===== src/rtl/holdIrqPkg.sv =====
`timescale 1ns/1ps
package holdIrqPkg;
  localparam int DATA_W = 8;
  localparam int ADDR_W = 3;
  localparam int HOLD_W = 7;   // holds up to 100 ms
  localparam int ROUTE_W = 4;

  localparam logic [ADDR_W-1:0] ADDR_MASK  = 3'd0;
  localparam logic [ADDR_W-1:0] ADDR_LEVEL = 3'd1;
  localparam logic [ADDR_W-1:0] ADDR_CTRL  = 3'd2;
  localparam logic [ADDR_W-1:0] ADDR_MODE  = 3'd3;
  localparam logic [ADDR_W-1:0] ADDR_PEND  = 3'd4;

  localparam int CTRL_EN_BIT  = 7;
  localparam int CTRL_PER_LSB = 4;

  // Strobes from control to datapath
  typedef struct packed {
    logic              tick;
    logic              countEn;
    logic [HOLD_W-1:0] limit;
    logic [DATA_W-1:0] clrMask;
  } ctrlStrobe_t;

  // Hold period code to milliseconds
  function automatic logic [HOLD_W-1:0] periodMs(input logic [2:0] code);
    case (code)
      3'd0:    periodMs = 7'd2;
      3'd1:    periodMs = 7'd5;
      3'd2:    periodMs = 7'd10;
      3'd3:    periodMs = 7'd20;
      3'd4:    periodMs = 7'd40;
      3'd5:    periodMs = 7'd60;
      3'd6:    periodMs = 7'd80;
      default: periodMs = 7'd100;
    endcase
  endfunction
endpackage


===== src/rtl/holdIrqCtrl.sv =====
`timescale 1ns/1ps
module holdIrqCtrl
  import holdIrqPkg::*;
#(
  parameter int PIN_COUNT = 8,
  parameter int TICK_DIV  = 14318
) (
  input  logic                 clk,
  input  logic                 rst,
  input  logic                 regWr,
  input  logic [ADDR_W-1:0]    regAddr,
  input  logic [DATA_W-1:0]    regWdata,
  input  logic [PIN_COUNT-1:0] pendingQ,
  output logic [DATA_W-1:0]    regRdata,
  output logic [PIN_COUNT-1:0] maskQ,
  output logic [PIN_COUNT-1:0] levelQ,
  output logic [PIN_COUNT-1:0] modeQ,
  output logic [ROUTE_W-1:0]   routeCode,
  output logic                 globalEn,
  output ctrlStrobe_t          strobes
);
  localparam int DIV_W = (TICK_DIV > 2) ? $clog2(TICK_DIV) : 1;
  localparam logic [DIV_W-1:0] DIV_LAST = DIV_W'(TICK_DIV - 1);

  logic [DATA_W-1:0] ctrlQ;
  logic [DIV_W-1:0]  divCnt;
  logic wrMask, wrLevel, wrCtrl, wrMode, wrPend;

  assign wrMask  = regWr && (regAddr == ADDR_MASK);
  assign wrLevel = regWr && (regAddr == ADDR_LEVEL);
  assign wrCtrl  = regWr && (regAddr == ADDR_CTRL);
  assign wrMode  = regWr && (regAddr == ADDR_MODE);
  assign wrPend  = regWr && (regAddr == ADDR_PEND);

  // Configuration registers
  always_ff @(posedge clk) begin
    if (rst) begin
      maskQ  <= '0;
      levelQ <= '1;
      ctrlQ  <= '0;
      modeQ  <= '0;
    end else begin
      if (wrMask)  maskQ  <= regWdata[PIN_COUNT-1:0];
      if (wrLevel) levelQ <= regWdata[PIN_COUNT-1:0];
      if (wrCtrl)  ctrlQ  <= regWdata;
      if (wrMode)  modeQ  <= regWdata[PIN_COUNT-1:0];
    end
  end

  // Millisecond prescaler
  always_ff @(posedge clk) begin
    if (rst)                    divCnt <= '0;
    else if (divCnt == DIV_LAST) divCnt <= '0;
    else                        divCnt <= divCnt + DIV_W'(1);
  end

  assign globalEn  = ctrlQ[CTRL_EN_BIT];
  assign routeCode = ctrlQ[ROUTE_W-1:0];

  always_comb begin
    strobes.tick    = (divCnt == DIV_LAST);
    strobes.countEn = globalEn;
    strobes.limit   = periodMs(ctrlQ[CTRL_PER_LSB +: 3]);
    strobes.clrMask = wrPend ? regWdata : '0;
  end

  // Read mux
  always_comb begin
    regRdata = '0;
    case (regAddr)
      ADDR_MASK:  regRdata[PIN_COUNT-1:0] = maskQ;
      ADDR_LEVEL: regRdata[PIN_COUNT-1:0] = levelQ;
      ADDR_CTRL:  regRdata = ctrlQ;
      ADDR_MODE:  regRdata[PIN_COUNT-1:0] = modeQ;
      ADDR_PEND:  regRdata[PIN_COUNT-1:0] = pendingQ;
      default:    regRdata = '0;
    endcase
  end
endmodule


===== src/rtl/holdIrqDatapath.sv =====
`timescale 1ns/1ps
module holdIrqDatapath
  import holdIrqPkg::*;
#(
  parameter int PIN_COUNT = 8
) (
  input  logic                 clk,
  input  logic                 rst,
  input  logic [PIN_COUNT-1:0] padIn,
  input  logic [PIN_COUNT-1:0] maskQ,
  input  logic [PIN_COUNT-1:0] levelQ,
  input  logic [PIN_COUNT-1:0] modeQ,
  input  ctrlStrobe_t          strobes,
  output logic [PIN_COUNT-1:0] pendingQ
);
  logic [PIN_COUNT-1:0] fire;

  for (genvar g = 0; g < PIN_COUNT; g++) begin : gPin
    logic [HOLD_W-1:0] holdCnt;
    logic armed;
    logic qual;
    logic reached;

    assign qual    = strobes.countEn & maskQ[g] & (padIn[g] ^ levelQ[g]);
    // >= so that lowering the period mid-count still fires
    assign reached = (holdCnt >= strobes.limit);
    assign fire[g] = qual & strobes.tick & armed & reached;

    always_ff @(posedge clk) begin
      if (rst || !qual) begin
        holdCnt <= '0;
        armed   <= 1'b1;
      end else if (strobes.tick && armed) begin
        if (reached) begin
          if (modeQ[g]) begin
            holdCnt <= HOLD_W'(1);  // next period starts at this tick
          end else begin
            holdCnt <= '0;
            armed   <= 1'b0;
          end
        end else begin
          holdCnt <= holdCnt + HOLD_W'(1);
        end
      end
    end
  end

  always_ff @(posedge clk) begin
    if (rst) pendingQ <= '0;
    else     pendingQ <= fire | (pendingQ & ~strobes.clrMask[PIN_COUNT-1:0]);
  end
endmodule


===== src/rtl/holdIrq.sv =====
`timescale 1ns/1ps
module holdIrq
  import holdIrqPkg::*;
#(
  parameter int PIN_COUNT = 8,
  parameter int TICK_DIV  = 14318
) (
  input  logic                 clk,
  input  logic                 rst,
  input  logic [PIN_COUNT-1:0] padIn,
  input  logic                 regWr,
  input  logic [ADDR_W-1:0]    regAddr,
  input  logic [DATA_W-1:0]    regWdata,
  output logic [DATA_W-1:0]    regRdata,
  output logic                 irqOut,
  output logic [ROUTE_W-1:0]   routeCode
);
  ctrlStrobe_t          strobes;
  logic [PIN_COUNT-1:0] maskQ, levelQ, modeQ, pendingQ;
  logic                 globalEn;

  holdIrqCtrl #(.PIN_COUNT(PIN_COUNT), .TICK_DIV(TICK_DIV)) ctrl (
    .clk(clk), .rst(rst), .regWr(regWr), .regAddr(regAddr), .regWdata(regWdata),
    .pendingQ(pendingQ), .regRdata(regRdata), .maskQ(maskQ), .levelQ(levelQ),
    .modeQ(modeQ), .routeCode(routeCode), .globalEn(globalEn), .strobes(strobes)
  );

  holdIrqDatapath #(.PIN_COUNT(PIN_COUNT)) dp (
    .clk(clk), .rst(rst), .padIn(padIn), .maskQ(maskQ), .levelQ(levelQ),
    .modeQ(modeQ), .strobes(strobes), .pendingQ(pendingQ)
  );

  assign irqOut = globalEn & (|routeCode) & (|pendingQ);
endmodule


===== config.mk =====
export PLATFORM = sky130hd
export DESIGN_NAME = holdIrq
export DESIGN_NICKNAME = d
export VERILOG_FILES = /design/src/rtl/holdIrqPkg.sv /design/src/rtl/holdIrqCtrl.sv /design/src/rtl/holdIrqDatapath.sv /design/src/rtl/holdIrq.sv
export SDC_FILE = /design/constraint.sdc
export NUM_CORES = 1
export LEC_CHECK = 0
export BUFFER_PORTS_ARGS = -buffer_cell sky130_fd_sc_hd__buf_4
export CORE_ASPECT_RATIO = 0.75
export CORE_MARGIN = 2
export CORE_UTILIZATION = 40
export CTS_CLUSTER_SIZE = 8
export DETAILED_ROUTE_END_ITERATION = 10
export GPL_TIMING_DRIVEN = 0
export PLACE_DENSITY = 0.55
export SLEW_MARGIN = 20
export SYNTH_ARGS = -nofsm -noshare
export SYNTH_HDL_FRONTEND = slang
export SYNTH_SLANG_ARGS = --single-unit

===== constraint.sdc =====
create_clock -name clk -period 4.1 [get_ports clk]
set_input_delay 0.82 -clock clk [delete_from_list [all_inputs] [get_ports clk]]
set_output_delay 0.82 -clock clk [all_outputs]
set_load 0.03 [all_outputs]

# [After elaboration in Yosys (flattened, before gate mapping)]
# Cells that the tools add are included.
[word_totals] register_bits=118 latchBits=0 ramBits=0 mem_bits_ro=0 inputBits=22 out_inout_bits=13 wordCells=172 mem_count=0
[classes] addsub=9 multipliers=0 div=0 n_lt_le_gt_ge=8 n_eq_ne=11 shift=0 muxes=19 n_bitwise=61 n_reduce_logical=42
[op_table] cell="$add A7 B1 Y7 const B" n=8
[op_table] cell="$ge A7 B7 Y1" n=8
[op_table] cell="$mux W7" n=8
[op_table] cell="$pmux W7 S7" n=1
[op_table] cell="$and A1 B1 Y1" n=42
[op_table] cell="$pmux W8 S5" n=1
[op_table] cell="$reduce_and A3 Y1" n=8
[op_table] cell="$add A14 B1 Y14 const B" n=1
[op_table] cell="$eq A14 B14 Y1 const B" n=1
[op_table] cell="$logic_and A1 B1 Y1" n=13
[op_table] cell="$eq A3 B2 Y1 const B" n=4
[op_table] cell="$eq A3 B3 Y1 const B" n=4
[op_table] cell="$and A8 B8 Y8" n=1
[op_table] cell="$logic_not A1 Y1" n=8
[op_table] cell="$logic_or A1 B1 Y1" n=8
[op_table] cell="$mux W1" n=8
[op_table] cell="$mux W8" n=1
[op_table] cell="$not A1 Y1" n=8
[op_table] cell="$not A8 Y8" n=1
[op_table] cell="$or A8 B8 Y8" n=1
[op_table] cell="$reduce_or A8 Y1" n=1
[op_table] cell="$xor A1 B1 Y1" n=8
[op_table] cell="$eq A3 B1 Y1 const B" n=2
[op_table] cell="$logic_not A3 Y1" n=2
[op_table] cell="2 further kinds" n=2

# [Longest topological paths before layout]
[depth] word_depth=6 depth_mapped=11

# [Modules after synthesis]
# Synthesis repeated with hierarchy kept, for this count alone.
[hier_totals] hier_cells=849 area_unflattened_um2=7001.7
[modules_own_cells] module="holdIrqDatapath" n_inst=1 cells_per_inst=576 area_each_um2=4640.7 seq_area_each_um2=1441.4
[modules_own_cells] module="holdIrqCtrl" n_inst=1 cells_per_inst=269 area_each_um2=2334.7 seq_area_each_um2=920.9
[modules_own_cells] module="holdIrq" n_inst=1 cells_per_inst=4 area_each_um2=26.3 seq_area_each_um2=0.0

# [Worst setup path after synthesis]
# Ideal clock, no wire load.
[synth_path] kind="register to register" from="register ctrl.ctrlQ[6]" to="register dp.pendingQ[7]" arrival_ns=2.855 required_ns=3.984 path_slack_ns=1.129 path_stages_with_launch=11 period_less_slack_ns=2.971 cell_sequence="dfxtp_1 -> clkbuf_1 -> clkbuf_1 -> nor3_1 -> ha_1 -> nand2b_1 -> a211o_1 -> a221oi_1 -> clkbuf_1 -> nor4_1 -> a31o_2"
[synth_between] elab_chain_len=5 word_cells_on_any_way=11 cone_classes="order compare (1); eq/ne (6); mux (1); bitwise (2); reduce/logical (1)"
[synth_lines] element="start: declaration" line="holdIrqCtrl.sv:25" rtl="logic [DATA_W-1:0] ctrlQ;"
[synth_lines] element="start signal: assignment" line="holdIrqCtrl.sv:45" rtl="if (wrCtrl) ctrlQ <= regWdata;"
[synth_lines] element="$eq A3 B3 Y1 (tied with other cells)" line="holdIrqPkg.sv:27" rtl="case (code)"
[synth_lines] element="$pmux W7 S7 *" line="holdIrqPkg.sv:27"
[synth_lines] element="$ge A7 B7 Y1 *" line="holdIrqDatapath.sv:26" rtl="assign reached = (holdCnt >= strobes.limit);"
[synth_lines] element="$and A1 B1 Y1 *" line="holdIrqDatapath.sv:27" rtl="assign fire[g] = qual & strobes.tick & armed & reached;"
[synth_lines] element="$or A8 B8 Y8 *" line="holdIrqDatapath.sv:50" rtl="else pendingQ <= fire | (pendingQ & ~strobes.clrMask[PIN_COUNT-1:0]);"
[synth_lines] element="end signal: assignment" line="holdIrqDatapath.sv:50"
[synth_lines] element="end: declaration" line="holdIrqDatapath.sv:14" rtl="output logic [PIN_COUNT-1:0] pendingQ"
# Every way passes the cells marked *; elsewhere a longest branch is shown, timed or not.
# A chain may end at the register's enable or synchronous reset.

# [Worst setup path after layout]
# Ends and elaborated chain as after synthesis.

==> summary.txt <==
Detailed routing
  – Final ANT Viol Nets: 0
  – Post-DR vias/cell: 5.799
  – # DRC: 0
  – DR vias: 7202
  – 1st-pass router iterations: 5
  – DRT iter0 DRCs: 777
  – Drt total wl: 23430 um
  – Wire per inst: 18.87 um

Critical path
  – R2R Setup Slk: 0.23 ns
  – Data arrival, critical path: 4.20 ns
  – CP Launch Type: flip-flop
  – Worst EP required: 4.42 ns
  – Worst Setup End Kind: flip-flop
  – CP max FO: 10
  – WS Path Type: flip-flop to flip-flop

Placed design
  – HPWL Detailed: 16500 um
  – Placed cell area: 0.007986 mm2
  – IO Port Bufs: 33
  – Setup Slack @ Placement: -0.1052 ns
  – Placer Congestion: 0.8383

STA
  – RSZ-0062 raised after global routing: false
  – Slew HR: 37.00%
  – Hold Vio Cnt, Final: 0
  – Crit path time final: 3.874 ns
  – Final setup violation count: 0
  – Measured slew at the worst slew-check pin: 0.9363 ns
  – Fin. max-slew vios: 0
  – Worst Setup Slack, final: 0.2260 ns
  – Clock Skew: 0.01049 ns
  – Final period util: 94.49%
  – Peak Freq: 258.1 MHz

CTS
  – Clock sinks: 118
  – CTS H-tree depth: 4
  – Longest Clk Path Bufs: 2
  – Reg clk slew, reported paths: 0.06 ns
  – CTS tree: done
  – CTS Root Cell: clkbuf_16
  – Num CTS Buffers: 17
  – Cts-stage hold buffer count: 0
  – Post-CTS setup buffers: 0
  – Clk_lat worst skew: 0.43 ns

Floorplanning
  – Core area: 0.01829 mm2
  – Std-Cell Rows: 43
  – Full die area: 0.01959 mm2
  – Die X: 161.0 um
  – Die Height: 121.7 um
  – Io pins: 35
  – Initial Util: 40.41%

Logic synthesis
  – Post-Syn Area: 0.007392 mm2
  – Number of synthesized register bits: 118
  – Synth Area per Inst: 7.974 um2
  – Yosys Warn Count: 0
  – Synth Instances: 927
  – Netlist cell types: 49
  – Sequential element share of the synthesized area: 31.96%
  – Post-Syn Nets: 1007

Global routing
  – All-Layer GR Usage: 24.23%
  – First-pass GRT wire length: 36320 um
  – Gr ovfl total: 0
  – Vias in the first global route: 6322
  – Pin count of the biggest net entering global routing: 17
  – Initial antenna violation count: 1

Cells and area
  – Fillers: 1861
  – Commonest non-fill, non-tap cell in the layout: nand2_1
  – Layout cells sized above 1: 12.27%
  – Commonest cells after routing, fill and taps aside: nand2_1 (140), dfxtp_1 (118), a21oi_1 (58), ha_1 (58), nor2_1 (57)
  – Final design area excluding fillers: 0.008641 mm2
  – Final net count: 1061
  – Layout area overhead: 16.89%

Power
  – Leak Pwr: 0.003227 uW
  – Cell area power density: 345.6 mW/mm2
  – Worst IR Drop VDD: 0.1938 mV

Min path
  – HP Class: flip-flop to flip-flop

Flow run
  – # Max-Cap Violations: 0

Run status
  – Run status: complete, no violations
==> state kept, by name, indices dropped and copies added (netlist names) <==
register	flops
ctrl.maskQ	8
ctrl.divCnt	14
ctrl.modeQ	8
ctrl.ctrlQ	8
ctrl.levelQ	8
dp.gPin.armed	8
dp.gPin.holdCnt	56
dp.pendingQ	8
==> area by class of cell <==
cell class / count / area [um2] / share of cell area, %
diodes: 1 / 2.502 / 0.02896
plain buffers: 59 / 249.0 / 2.882
clock buffers: 18 / 439.2 / 5.083
clock inverters: 14 / 198.9 / 2.302
inverters: 20 / 75.07 / 0.8688
multi-input cells: 730 / 4738 / 54.84
flip-flops and latches: 118 / 2362 / 27.34
well taps: 247 / 309.0 / 3.577
repair buffers: 35 / 266.5 / 3.084
==> cell families after synthesis <==
kind of cell               Yosys count  share of synthesized area [%]
buffers and inverters               79                          4.367
xor gates and xnor gates            20                          2.370
DFF                                118                          31.96
AOI/OAI and AO/OA                  206                          18.94
muxes                               32                          4.350
and+or+nand+nor                    414                          28.20
adders and majority gates           58                          9.817
==> timing repair <==
action                                 in CTS  in global routing
endpoints found under the hold margin       0                  0
resized for setup                           2                  2
setup endpoints to repair                  23                 48
==> report_power, final <==
part	switching [uW]	leakage (uW)	internal, uW	total (uW)
sequential	11.4	0.000953	1160	1170
clock	613	0.000311	1040	1650
combinational	108	0.00196	57.8	166
total	733	0.00323	2250	2990
==> final timing paths <==
path | startpoint | end | cells past startpoint
worst min register to register | ctrl.maskQ[7] | ctrl.maskQ[7] | 2
worst min-delay path | ctrl.maskQ[7] | ctrl.maskQ[7] | 2
worst max register to register | ctrl.ctrlQ[6] | dp.pendingQ[7] | 10
worst max-delay path | ctrl.ctrlQ[6] | dp.pendingQ[7] | 10
==> synth_stat cells (all sizes together) <==
cell | instances | area share, %
a211o | 16 | 1.9
a21oi | 59 | 4.0
a221oi | 8 | 0.95
a22oi | 1 | 0.10
a31o | 16 | 1.9
a31oi | 6 | 0.51
and2 | 1 | 0.085
and3 | 26 | 2.2
and4 | 2 | 0.24
buf | 12 | 0.96
clkbuf | 47 | 2.4
clkinv | 1 | 0.051
dfxtp | 118 | 32
ha | 58 | 9.8
inv | 19 | 0.96
mux2 | 1 | 0.15
mux2i | 31 | 4.2
nand2 | 141 | 7.2
nand2b | 10 | 0.85
nand3 | 47 | 3.2
nand3b | 1 | 0.10
nand4 | 10 | 1.0
nand4b | 8 | 0.95
nand4bb | 1 | 0.15
nor2 | 58 | 2.9
nor2b | 3 | 0.25
nor3 | 29 | 2.0
nor4 | 29 | 2.5
o2111ai | 6 | 0.71
o211a | 10 | 1.4
o211ai | 2 | 0.20
o21ai | 31 | 2.1
o221ai | 16 | 1.9
o22ai | 24 | 2.0
o31a | 2 | 0.24
o41ai | 9 | 1.1
or2 | 25 | 2.1
or3 | 2 | 0.17
or4 | 21 | 2.3
xnor2 | 4 | 0.47
xor2 | 16 | 1.9
==> worst max-delay path, stage by stage (launching register included) <==
cell and delay (ns):
dfxtp_1 0.31, clkbuf_1 0.50, clkbuf_2 0.42, nor2_1 0.11
mux2i_2 0.70, ha_1 0.37, o211a_1 0.13, a221oi_1 0.46
clkbuf_1 0.39, nor4_1 0.14, a31o_2 0.25
==> metrics by stage <==
stage	util [%]	setup TNS, ns	instances	hold slack [ns]	total power (uW)
2_1_floorplan	-	0	927	0.4448	1282
3_3_place_gp	43.45	-22.53	1207	0.4723	1353
3_5_place_dp	43.66	-0.4727	1209	0.4766	1355
4_1_cts	47.20	0	1241	0.4848	3005
5_1_grt	47.22	0	1241	0.5123	3067
6_report	47.24	0	1242	0.4875	2987
==> layer usage <==
metal,up-vias,part of all wire [%],track usage [%]
met5,-,0,0
met4,0,2.1,8.761
met3,31,5.0,3.779
met2,209,41,33.93
met1,3403,52,37.09
li1,3559,-,-
No activity file was read; power rests on OpenSTA's default activity.
